[src/rtl/mcm_pkg.sv]
package mcm_pkg;
  // Source tag carried in the record trailer
  typedef enum logic [1:0] {
    SRC_RX_A    = 2'b00,
    SRC_RX_B    = 2'b01,
    SRC_TX_AAL2 = 2'b10,
    SRC_TX_CPU  = 2'b11
  } src_tag_e;
endpackage

[src/rtl/mcm_ptr_fifo.sv]
module mcm_ptr_fifo #(
  parameter int PW    = 4,
  parameter int DEPTH = 8
) (
  input  logic          clk,
  input  logic          rst_n,
  input  logic          push,
  input  logic [PW-1:0] push_slot,
  input  logic          pop,
  output logic [PW-1:0] front,
  output logic          full,
  output logic          empty
);
  localparam int AW = $clog2(DEPTH);

  logic [PW-1:0] mem [DEPTH];
  logic [AW:0]   wp, rp;

  assign empty = (wp == rp);
  assign full  = (wp[AW] != rp[AW]) && (wp[AW-1:0] == rp[AW-1:0]);
  assign front = mem[rp[AW-1:0]];

  always_ff @(posedge clk) begin
    if (!rst_n) begin
      wp <= '0;
      rp <= '0;
    end else begin
      if (push && !full) begin
        mem[wp[AW-1:0]] <= push_slot;
        wp <= wp + 1'b1;
      end
      if (pop && !empty) rp <= rp + 1'b1;
    end
  end
endmodule

[src/rtl/mcm_free_list.sv]
module mcm_free_list #(
  parameter int NSLOT = 16,
  parameter int PW    = 4
) (
  input  logic          clk,
  input  logic          rst_n,
  input  logic          take,
  input  logic          give,
  input  logic [PW-1:0] give_slot,
  input  logic [PW-1:0] head_link,
  output logic [PW-1:0] head,
  output logic          none_free
);
  localparam int NW = $clog2(NSLOT + 1);

  logic [NW-1:0] cnt;

  assign none_free = (cnt == '0);

  always_ff @(posedge clk) begin
    if (!rst_n) begin
      head <= '0;
      cnt  <= NW'(NSLOT);
    end else begin
      unique case ({take, give})
        2'b01: begin            // released slot becomes the new head
          head <= give_slot;
          cnt  <= cnt + 1'b1;
        end
        2'b10: begin            // head handed out, follow its link
          head <= head_link;
          cnt  <= cnt - 1'b1;
        end
        default: ;              // idle, or released slot handed straight out
      endcase
    end
  end
endmodule

[src/rtl/mcm_cell_store.sv]
module mcm_cell_store #(
  parameter int NSLOT = 16,
  parameter int PW    = 4,
  parameter int CW    = 3
) (
  input  logic          clk,
  input  logic          rst_n,
  // link write when a slot joins the free list
  input  logic          link_we,
  input  logic [PW-1:0] link_slot,
  input  logic [PW-1:0] link_val,
  // record write on allocation
  input  logic          rec_we,
  input  logic [PW-1:0] rec_slot,
  input  logic [31:0]   rec_hdr,
  input  logic [15:0]   rec_vc,
  input  logic [1:0]    rec_port,
  input  logic [CW-1:0] rec_mc,
  // count decrement on transmit done
  input  logic          dec_we,
  input  logic [PW-1:0] dec_slot,
  output logic [CW-1:0] dec_mc,
  // free-list head link lookup
  input  logic [PW-1:0] head_slot,
  output logic [PW-1:0] head_link,
  // record read port
  input  logic [PW-1:0] rd_slot,
  output logic [31:0]   rd_hdr,
  output logic [15:0]   rd_vc,
  output logic [1:0]    rd_port,
  output logic [CW-1:0] rd_mc
);
  logic [31:0]   word0 [NSLOT];  // link while free, header while allocated
  logic [15:0]   vc_m  [NSLOT];
  logic [1:0]    pt_m  [NSLOT];
  logic [CW-1:0] mc_m  [NSLOT];

  assign dec_mc    = mc_m[dec_slot];
  assign head_link = word0[head_slot][PW-1:0];
  assign rd_hdr    = word0[rd_slot];
  assign rd_vc     = vc_m[rd_slot];
  assign rd_port   = pt_m[rd_slot];
  assign rd_mc     = mc_m[rd_slot];

  always_ff @(posedge clk) begin
    if (!rst_n) begin
      for (int i = 0; i < NSLOT; i++) begin
        word0[i] <= 32'(i + 1);
        vc_m[i]  <= '0;
        pt_m[i]  <= '0;
        mc_m[i]  <= '0;
      end
    end else begin
      if (dec_we) mc_m[dec_slot] <= dec_mc - 1'b1;
      if (link_we) word0[link_slot] <= 32'(link_val);
      if (rec_we) begin            // a fresh record overrides both writes above
        word0[rec_slot] <= rec_hdr;
        vc_m[rec_slot]  <= rec_vc;
        pt_m[rec_slot]  <= rec_port;
        mc_m[rec_slot]  <= rec_mc;
      end
    end
  end
endmodule

[src/rtl/mcast_cell_mgr.sv]
module mcast_cell_mgr #(
  parameter int NSLOT  = 16,
  parameter int NQ     = 4,
  parameter int QDEPTH = 8,
  localparam int PW    = $clog2(NSLOT),
  localparam int CW    = $clog2(NQ + 1)
) (
  input  logic             clk,
  input  logic             rst_n,
  input  logic             alloc_valid,
  output logic             alloc_ready,
  input  logic [NQ-1:0]    alloc_mask,
  input  logic [31:0]      alloc_hdr,
  input  logic [15:0]      alloc_vc,
  input  logic [1:0]       alloc_port,
  output logic [PW-1:0]    alloc_slot,
  output logic             alloc_empty,
  output logic [NQ-1:0]    deq_valid,
  input  logic [NQ-1:0]    deq_ready,
  output logic [NQ*PW-1:0] deq_slot,
  input  logic             done_valid,
  input  logic [PW-1:0]    done_slot,
  input  logic [PW-1:0]    rd_slot,
  output logic [31:0]      rd_hdr,
  output logic [15:0]      rd_vc,
  output logic [1:0]       rd_port,
  output logic [CW-1:0]    rd_mcount,
  output logic [NQ-1:0]    q_full,
  output logic [NQ-1:0]    q_overflow
);
  import mcm_pkg::*;

  logic [PW-1:0] head, head_link;
  logic          none_free;
  logic [CW-1:0] done_mc;
  logic          dec, freeing, hs, take;
  logic [NQ-1:0] eff_mask, q_empty;
  src_tag_e      tag_in;

  assign tag_in = src_tag_e'(alloc_port);

  // transmit done: count down, release on the last send
  assign dec     = done_valid && (done_mc != '0);
  assign freeing = dec && (done_mc == CW'(1));

  // allocation side
  assign alloc_empty = none_free && !freeing;
  assign alloc_ready = !alloc_empty;
  assign alloc_slot  = freeing ? done_slot : head;
  assign hs          = alloc_valid && alloc_ready;
  assign eff_mask    = alloc_mask & ~q_full;
  assign take        = hs && (eff_mask != '0);

  mcm_free_list #(.NSLOT(NSLOT), .PW(PW)) free_i (
    .clk       (clk),
    .rst_n     (rst_n),
    .take      (take),
    .give      (freeing),
    .give_slot (done_slot),
    .head_link (head_link),
    .head      (head),
    .none_free (none_free)
  );

  mcm_cell_store #(.NSLOT(NSLOT), .PW(PW), .CW(CW)) store_i (
    .clk       (clk),
    .rst_n     (rst_n),
    .link_we   (freeing && !take),
    .link_slot (done_slot),
    .link_val  (head),
    .rec_we    (take),
    .rec_slot  (alloc_slot),
    .rec_hdr   (alloc_hdr),
    .rec_vc    (alloc_vc),
    .rec_port  (tag_in),
    .rec_mc    (CW'($countones(eff_mask))),
    .dec_we    (dec),
    .dec_slot  (done_slot),
    .dec_mc    (done_mc),
    .head_slot (head),
    .head_link (head_link),
    .rd_slot   (rd_slot),
    .rd_hdr    (rd_hdr),
    .rd_vc     (rd_vc),
    .rd_port   (rd_port),
    .rd_mc     (rd_mcount)
  );

  for (genvar g = 0; g < NQ; g++) begin : g_q
    mcm_ptr_fifo #(.PW(PW), .DEPTH(QDEPTH)) fifo_i (
      .clk       (clk),
      .rst_n     (rst_n),
      .push      (take && eff_mask[g]),
      .push_slot (alloc_slot),
      .pop       (deq_ready[g]),
      .front     (deq_slot[g*PW +: PW]),
      .full      (q_full[g]),
      .empty     (q_empty[g])
    );
    assign deq_valid[g] = !q_empty[g];
  end

  always_ff @(posedge clk) begin
    if (!rst_n) q_overflow <= '0;
    else if (hs) q_overflow <= q_overflow | (alloc_mask & q_full);
  end
endmodule

[config.mk]
export PLATFORM = sky130hd
export DESIGN_NAME = mcast_cell_mgr
export DESIGN_NICKNAME = d
export VERILOG_FILES = /design/src/rtl/mcm_pkg.sv /design/src/rtl/mcm_ptr_fifo.sv /design/src/rtl/mcm_free_list.sv /design/src/rtl/mcm_cell_store.sv /design/src/rtl/mcast_cell_mgr.sv
export SDC_FILE = /design/constraint.sdc
export NUM_CORES = 1
export LEC_CHECK = 0
export CORE_MARGIN = 3
export CORE_UTILIZATION = 40
export DETAILED_ROUTE_END_ITERATION = 10
export GPL_ROUTABILITY_DRIVEN = 0
export SLEW_MARGIN = 20
export SYNTH_ARGS = -nofsm -noshare
export SYNTH_HDL_FRONTEND = slang
export SYNTH_SLANG_ARGS = --single-unit
[constraint.sdc]
create_clock -name clk -period 17.53 [get_ports clk]
set_clock_uncertainty 0.15 [all_clocks]
set_input_delay 5.259 -clock clk [delete_from_list [all_inputs] [get_ports clk]]
set_output_delay 5.259 -clock clk [all_outputs]
set_load 0.03 [all_outputs]
Word level (Yosys, flattened, before mapping)
Memory sizes are Yosys's and may differ from the RTL's. A register that Yosys moved wholly into a read port is not among the register bits.
Cells that the tools add are included.
- add/sub/neg operators: 14
- equality and inequality tests: 15
- multiplexer cells: 53
- bitwise operators: 4
- reductions and logical operators: 43
- operator list (operator ; number):
    2-to-1 mux 32 bit ; 2
    OR reduction 32 bit ; 2
    2-to-1 mux 4 bit ; 9
    adder 4 x 1 -> 4 bit, second input constant ; 8
    2-to-1 mux 3 bit ; 10
    2-to-1 mux 1 bit ; 28
    logical AND 1 bit ; 22
    equality test 4 bit ; 4
    2-to-1 mux 16 bit ; 1
    OR reduction 16 bit ; 1
    equality test 3 bit ; 4
    zero test 1 bit ; 11
    one-hot mux 5 bit (2 select lines) ; 1
    bitwise AND 4 bit ; 2
    one-hot mux 4 bit (2 select lines) ; 1
    OR reduction 3 bit ; 2
    adder 5 x 1 -> 5 bit, second input constant ; 1
    zero test 5 bit ; 1
    subtractor 5 x 1 -> 5 bit, second input constant ; 1
    adder 1 x 1 -> 2 bit ; 2
    != test 1 bit ; 4
    NOT 4 bit ; 1
    bitwise OR 4 bit ; 1
    nonzero test 4 bit ; 1
    9 further kinds ; 9
- register bits: 45
- memory bits (writable): 976
- input bits: 70
- output and inout bits: 87
- logic and storage cells: 148
- memories: 8
- memory list (name ; depth ; width ; read ports ; clocked after memory_dff ; write ports ; line ; RTL):
    store_i.word0 ; 16 ; 32 ; 2 ; 1 ; 16 ; mcm_cell_store.sv:33 ; logic [31:0] word0 [NSLOT];
    store_i.vc_m ; 16 ; 16 ; 1 ; 0 ; 16 ; mcm_cell_store.sv:34 ; logic [15:0] vc_m [NSLOT];
    store_i.mc_m ; 16 ; 3 ; 2 ; 0 ; 16 ; mcm_cell_store.sv:36 ; logic [CW-1:0] mc_m [NSLOT];
    g_q[0].fifo_i.mem ; 8 ; 4 ; 1 ; 1 ; 1 ; mcm_ptr_fifo.sv:16 ; logic [PW-1:0] mem [DEPTH];
    g_q[1].fifo_i.mem ; 8 ; 4 ; 1 ; 1 ; 1 ; mcm_ptr_fifo.sv:16 ;
    g_q[2].fifo_i.mem ; 8 ; 4 ; 1 ; 1 ; 1 ; mcm_ptr_fifo.sv:16 ;
    +2 memories ; - ; - ; - ; - ; - ; - ;

Longest topological paths before layout
An unclocked memory read counts as a cell.
- depth in word-level cells: 17
- gate-level depth with buffers: 23
- mapped depth without buffers: 17

Modules after synthesis
A second synthesis with hierarchy kept.
- cell total of the unflattened synthesis: 3174
- area total of the unflattened synthesis: 48691.7 um^2
- by module, submodules not included (module ; times used ; cells an instance ; area each (um^2) ; seq. area each (um^2)):
    mcm_cell_store ; 1 ; 2528 ; 39950.8 ; 25464.4
    mcm_ptr_fifo ; 4 ; 131 ; 1926.8 ; 1181.1
    mcm_free_list ; 1 ; 71 ; 604.3 ; 180.2
    mcast_cell_mgr ; 1 ; 51 ; 429.2 ; 80.1

Least setup slack after synthesis
OpenSTA, ideal clock, no wires.
- kind: input -> output
- start: input done_slot[1]
- end: output alloc_slot[0]
- arrival time: 10053 ps
- data required time: 12121 ps
- path slack: 2068 ps
- stages on the path: 16
- path buffers: 6
- path through: buf_2 > buf_1 > mux4_2 > mux4_2 > clkbuf_1 > buf_1 > inv_1 > ha_1 > ha_1 > and3b_1 > and2_1 > and2_1 > clkbuf_1 > nor2_1 > clkbuf_1 > o21ai_0
- cells in the longest elaborated chain, start to end: 5
- elaborated cells between the ends (all ways): 6
- those cells by class: eq/ne (1); mux (1); reduce/logical (3); memory (1)
- ends and longest elaborated chain (item ; line ; RTL):
    start, declared ; mcast_cell_mgr.sv:22 ; input logic [PW-1:0] done_slot,
    memory read (16 x 3 bit) (*) ; - ;
    nonzero test 3 bit ; mcast_cell_mgr.sv:43 ; assign dec = done_valid && (done_mc != '0);
    logical AND 1 bit ; mcast_cell_mgr.sv:43 ;
    logical AND 1 bit (*) ; mcast_cell_mgr.sv:44 ; assign freeing = dec && (done_mc == CW'(1));
    2-to-1 mux 4 bit (*) ; mcast_cell_mgr.sv:49 ; assign alloc_slot = freeing ? done_slot : head;
    end, declared ; mcast_cell_mgr.sv:16 ; output logic [PW-1:0] alloc_slot,
Every way passes the cells marked *; elsewhere a longest branch is shown, timed or not.

Worst setup path in the final report
- start: input done_slot[0]
- end: output alloc_slot[3]
The elaborated chain is that of the path after synthesis.

==> impl_metrics.csv <==
group,metric,value,unit
synthesis,synth_top_area_cell,"edfxtp_1",
power,vdd_ir_drop_max,84.4,uV
setup_path,critPathKind,"input port to primary output",
cells_and_area,final_common_cell,"edfxtp_1",
cells_and_area,nFillCells,9997,
power,pwr-share-comb,14.5,%
routing,wl,132000,um
power,power.leakage,18.3,nW
global_routing,grt_pass1_wl,193000,um
routing,vias_per_cell,5.82,
clock_network,path_clk_slew,0.06,ns
placed_design,dpl.cell_count,4557,
placed_design,port_buffers,156,
run_status,status,"complete, no violations",
die,fp.dieW,349,um
clock_network,postCtsSetupBuffers,0,
timing,rsz0062_at_grt,"false",
setup_path,cpMaxStageDelayCell,"clkdlybuf4s50_1",
clock_network,cts_root_buf,"clkbuf_16",
clock_network,clock_sinks,1037,
setup_path,cp_top_family,"buffers and inverters",
cells_and_area,final_cells,4760,
setup_path,path_cells,"clkdlybuf4s50_1, buf_4, mux4_2, mux4_2, inv_1, ha_1, ha_1, and3b_1, nor2b_1, o21ai_1, nand2_1, nand2_1, buf_4, clkdlybuf4s50_1",
routing,wl_per_cell,27.6,um
global_routing,grtUsageTotal,21.6,%
timing,worst_pin_slew,1.09,ns
global_routing,grt_overflow_total,0,
power,p_total,0.00604,W
clock_network,cts_tree,"yes",
die,core.rowCount,125,
setup_path,crit_path_start_kind,"input port",
power,p_int,0.00443,W
die,die_area,0.121,mm2
setup_path,path_buf_inv,5,
placed_design,place_hpwl,73100,um
synthesis,avgSynthCellArea,15.3,um2
clock_network,cts_hold_buf,0,
die,start_util,40.3,%
synthesis,synthesis.nets,3165,
setup_path,crit_required,12.12,ns
synthesis,synth_top_area_share,62.4,%
die,core-area,0.116,mm2
cells_and_area,nets,3237,
cells_and_area,final_area,0.0538,mm2
cells_and_area,most-common-layout-cells,"edfxtp_1 (976), nor2_1 (497), mux4_2 (328)",
timing,fin_setup_tns,0,ns
min_path,min_path_type,"flop to flop",
clock_network,cts_made_buffers,111,
global_routing,grt_max_degree,111,
die,io_pins,157,
power,power_density,112,mW/mm2
routing,ant_nets,0,
job,cap_violations,0,
timing,setup_viol,0,
clock_network,insertion_delay,0.74,ns
cells_and_area,areaGrowthSynthToFinish,14.6,%
power,swShare,26.7,%
synthesis,synth_warnings,0,
synthesis,synthDistinctLibCells,64,
timing,max_freq,65.0,MHz
power,switchingPower,0.00161,W
routing,drt_pass1_iterations,5,
synthesis,netlist_top_cells_area,"edfxtp_1 (62%), mux4_2 (16%), nor2_1 (4.0%)",
power,clkPwrFrac,37.1,%
synthesis,syn-instance-count,3074,
synthesis,synthFlopType,"edfxtp_1",
clock_network,cts_resized,0,
timing,min_period_over_period,87.7,%
timing,slew_viol_final,0,
setup_path,crit_fanout,33,
clock_network,htree_levels,3,
global_routing,first_global_vias,28000,
synthesis,synthArstFlopShare,0,%
timing,slew_headroom,25.4,%
synthesis,ys_ff_latch,1037,
placed_design,placed_area,0.0503,mm2
timing,finalCriticalPeriod,15.38,ns
routing,drt_iter0_drc,3221,
timing,final-hold-violation-count,0,
cells_and_area,drive_gt1_share,20.5,%
clock_network,cts_buffer_depth,3,
setup_path,end_kind,"primary output",
synthesis,synth_area,0.0469,mm2
timing,hold_ws,0.321,ns
setup_path,max_stage_delay,0.74,ns
power,seqPwrFrac,48.4,%
setup_path,arrival,9.97,ns
routing,vias,27700,
global_routing,antenna_found_initial,7,
synthesis,seq_area_frac_synth,65.0,%
die,die_y,349,um
synthesis,synth_edf_count,976,
routing,drc,0,
worst register-to-register path: cells and delay by family (launching register included):
| family | cells | cell delay [ns] |
|---|---|---|
| AO/OA/AOI/OAI | 3 | 2.08 |
| adder cells (fa/ha/maj) | 2 | 0.30 |
| buffers and inverters | 2 | 0.66 |
| flip-flops | 1 | 0.43 |
| multiplexers | 2 | 1.22 |
| AND/OR/NAND/NOR | 4 | 1.19 |
per-stage QoR:
step                util, %  worst slack [ns]
floorplan                 -              2.07
global placement       43.2              2.25
detailed placement     43.2              2.16
CTS                    46.2              2.15
global route           46.2              1.83
finish                 46.2              2.15
per-layer routing:
layer / track usage (%) / vias up / routed length (um)
met2: 34.8 / 1204 / 63400
met5: 0 / - / 0
met4: 5.87 / 0 / 2940
met3: 3.81 / 204 / 10800
li1: - / 11800 / -
met1: 30.3 / 14400 / 54400
logic make-up (layout without fill, tap and decap cells):
group / Yosys count / in the layout / share of synthesized area, %
simple gates: 1171 / 1171 / 12.0
flops: 1037 / 1037 / 65.0
mux: 381 / 381 / 16.9
buf+inv: 301 / 459 / 2.56
compound gates: 122 / 122 / 2.09
xor+xnor: 41 / 41 / 0.765
fa+ha+maj: 21 / 21 / 0.592
other cells: 0 / 4 / 0
layout make-up:
class | instances | area, um2 | share of cell area (%)
diodes | 4 | 10.0 | 0.0186
clock buffers | 143 | 2960 | 5.50
clock inverters | 56 | 515 | 0.958
inverters | 16 | 60.1 | 0.112
multi-input cells | 1736 | 15600 | 28.9
flip-flops and latches | 1037 | 30500 | 56.8
well taps | 1524 | 1910 | 3.54
repair buffers | 244 | 2250 | 4.18
worst paths after layout:
path	start	slack, ns	to	cells after the start
worst max-delay path	done_slot[0]	2.15	alloc_slot[3]	14
worst min-delay path	q_overflow[2]	0.32	q_overflow[2]	2
worst max register to register	store_i.mc_m[15][0]	11.16	store_i.word0[9][19]	13
worst min register to register	q_overflow[2]	0.32	q_overflow[2]	2
sequential cells by signal, summed over array words and instances, names as in the netlist, named ones only:
signal	flops
store_i.mc_m	48
g_q.fifo_i.mem	128
store_i.pt_m	32
store_i.vc_m	256
q_overflow	4
store_i.word0	512
g_q.fifo_i.rp	16
free_i.head	4
free_i.cnt	5
g_q.fifo_i.wp	16
Yosys cell counts, drive strengths merged, types with 4 or more instances:
cell,instances
a2111oi,8
a21oi,18
a31oi,6
and2,195
and3,113
and3b,5
buf,74
clkbuf,211
dfxtp,61
edfxtp,976
ha,19
inv,14
mux2,28
mux2i,25
mux4,328
nand2,133
nand2b,32
nand3,48
nand3b,9
nand4,20
nor2,501
nor2b,9
nor3,81
nor3b,6
nor4,6
o21ai,17
o221ai,4
o31ai,43
or3,7
xnor2,10
xor2,31
power by group through the flow:
stage,logic (W),registers [W],clock network (W)
6_report,0.000875,0.00292,0.00224
3_5_place_dp,0.000878,0.00298,0
4_1_cts,0.000881,0.00292,0.00228
5_1_grt,0.000926,0.00294,0.00237
2_1_floorplan,0.000560,0.00293,0
3_3_place_gp,0.000873,0.00297,0
(Power assumes the default switching activity.)
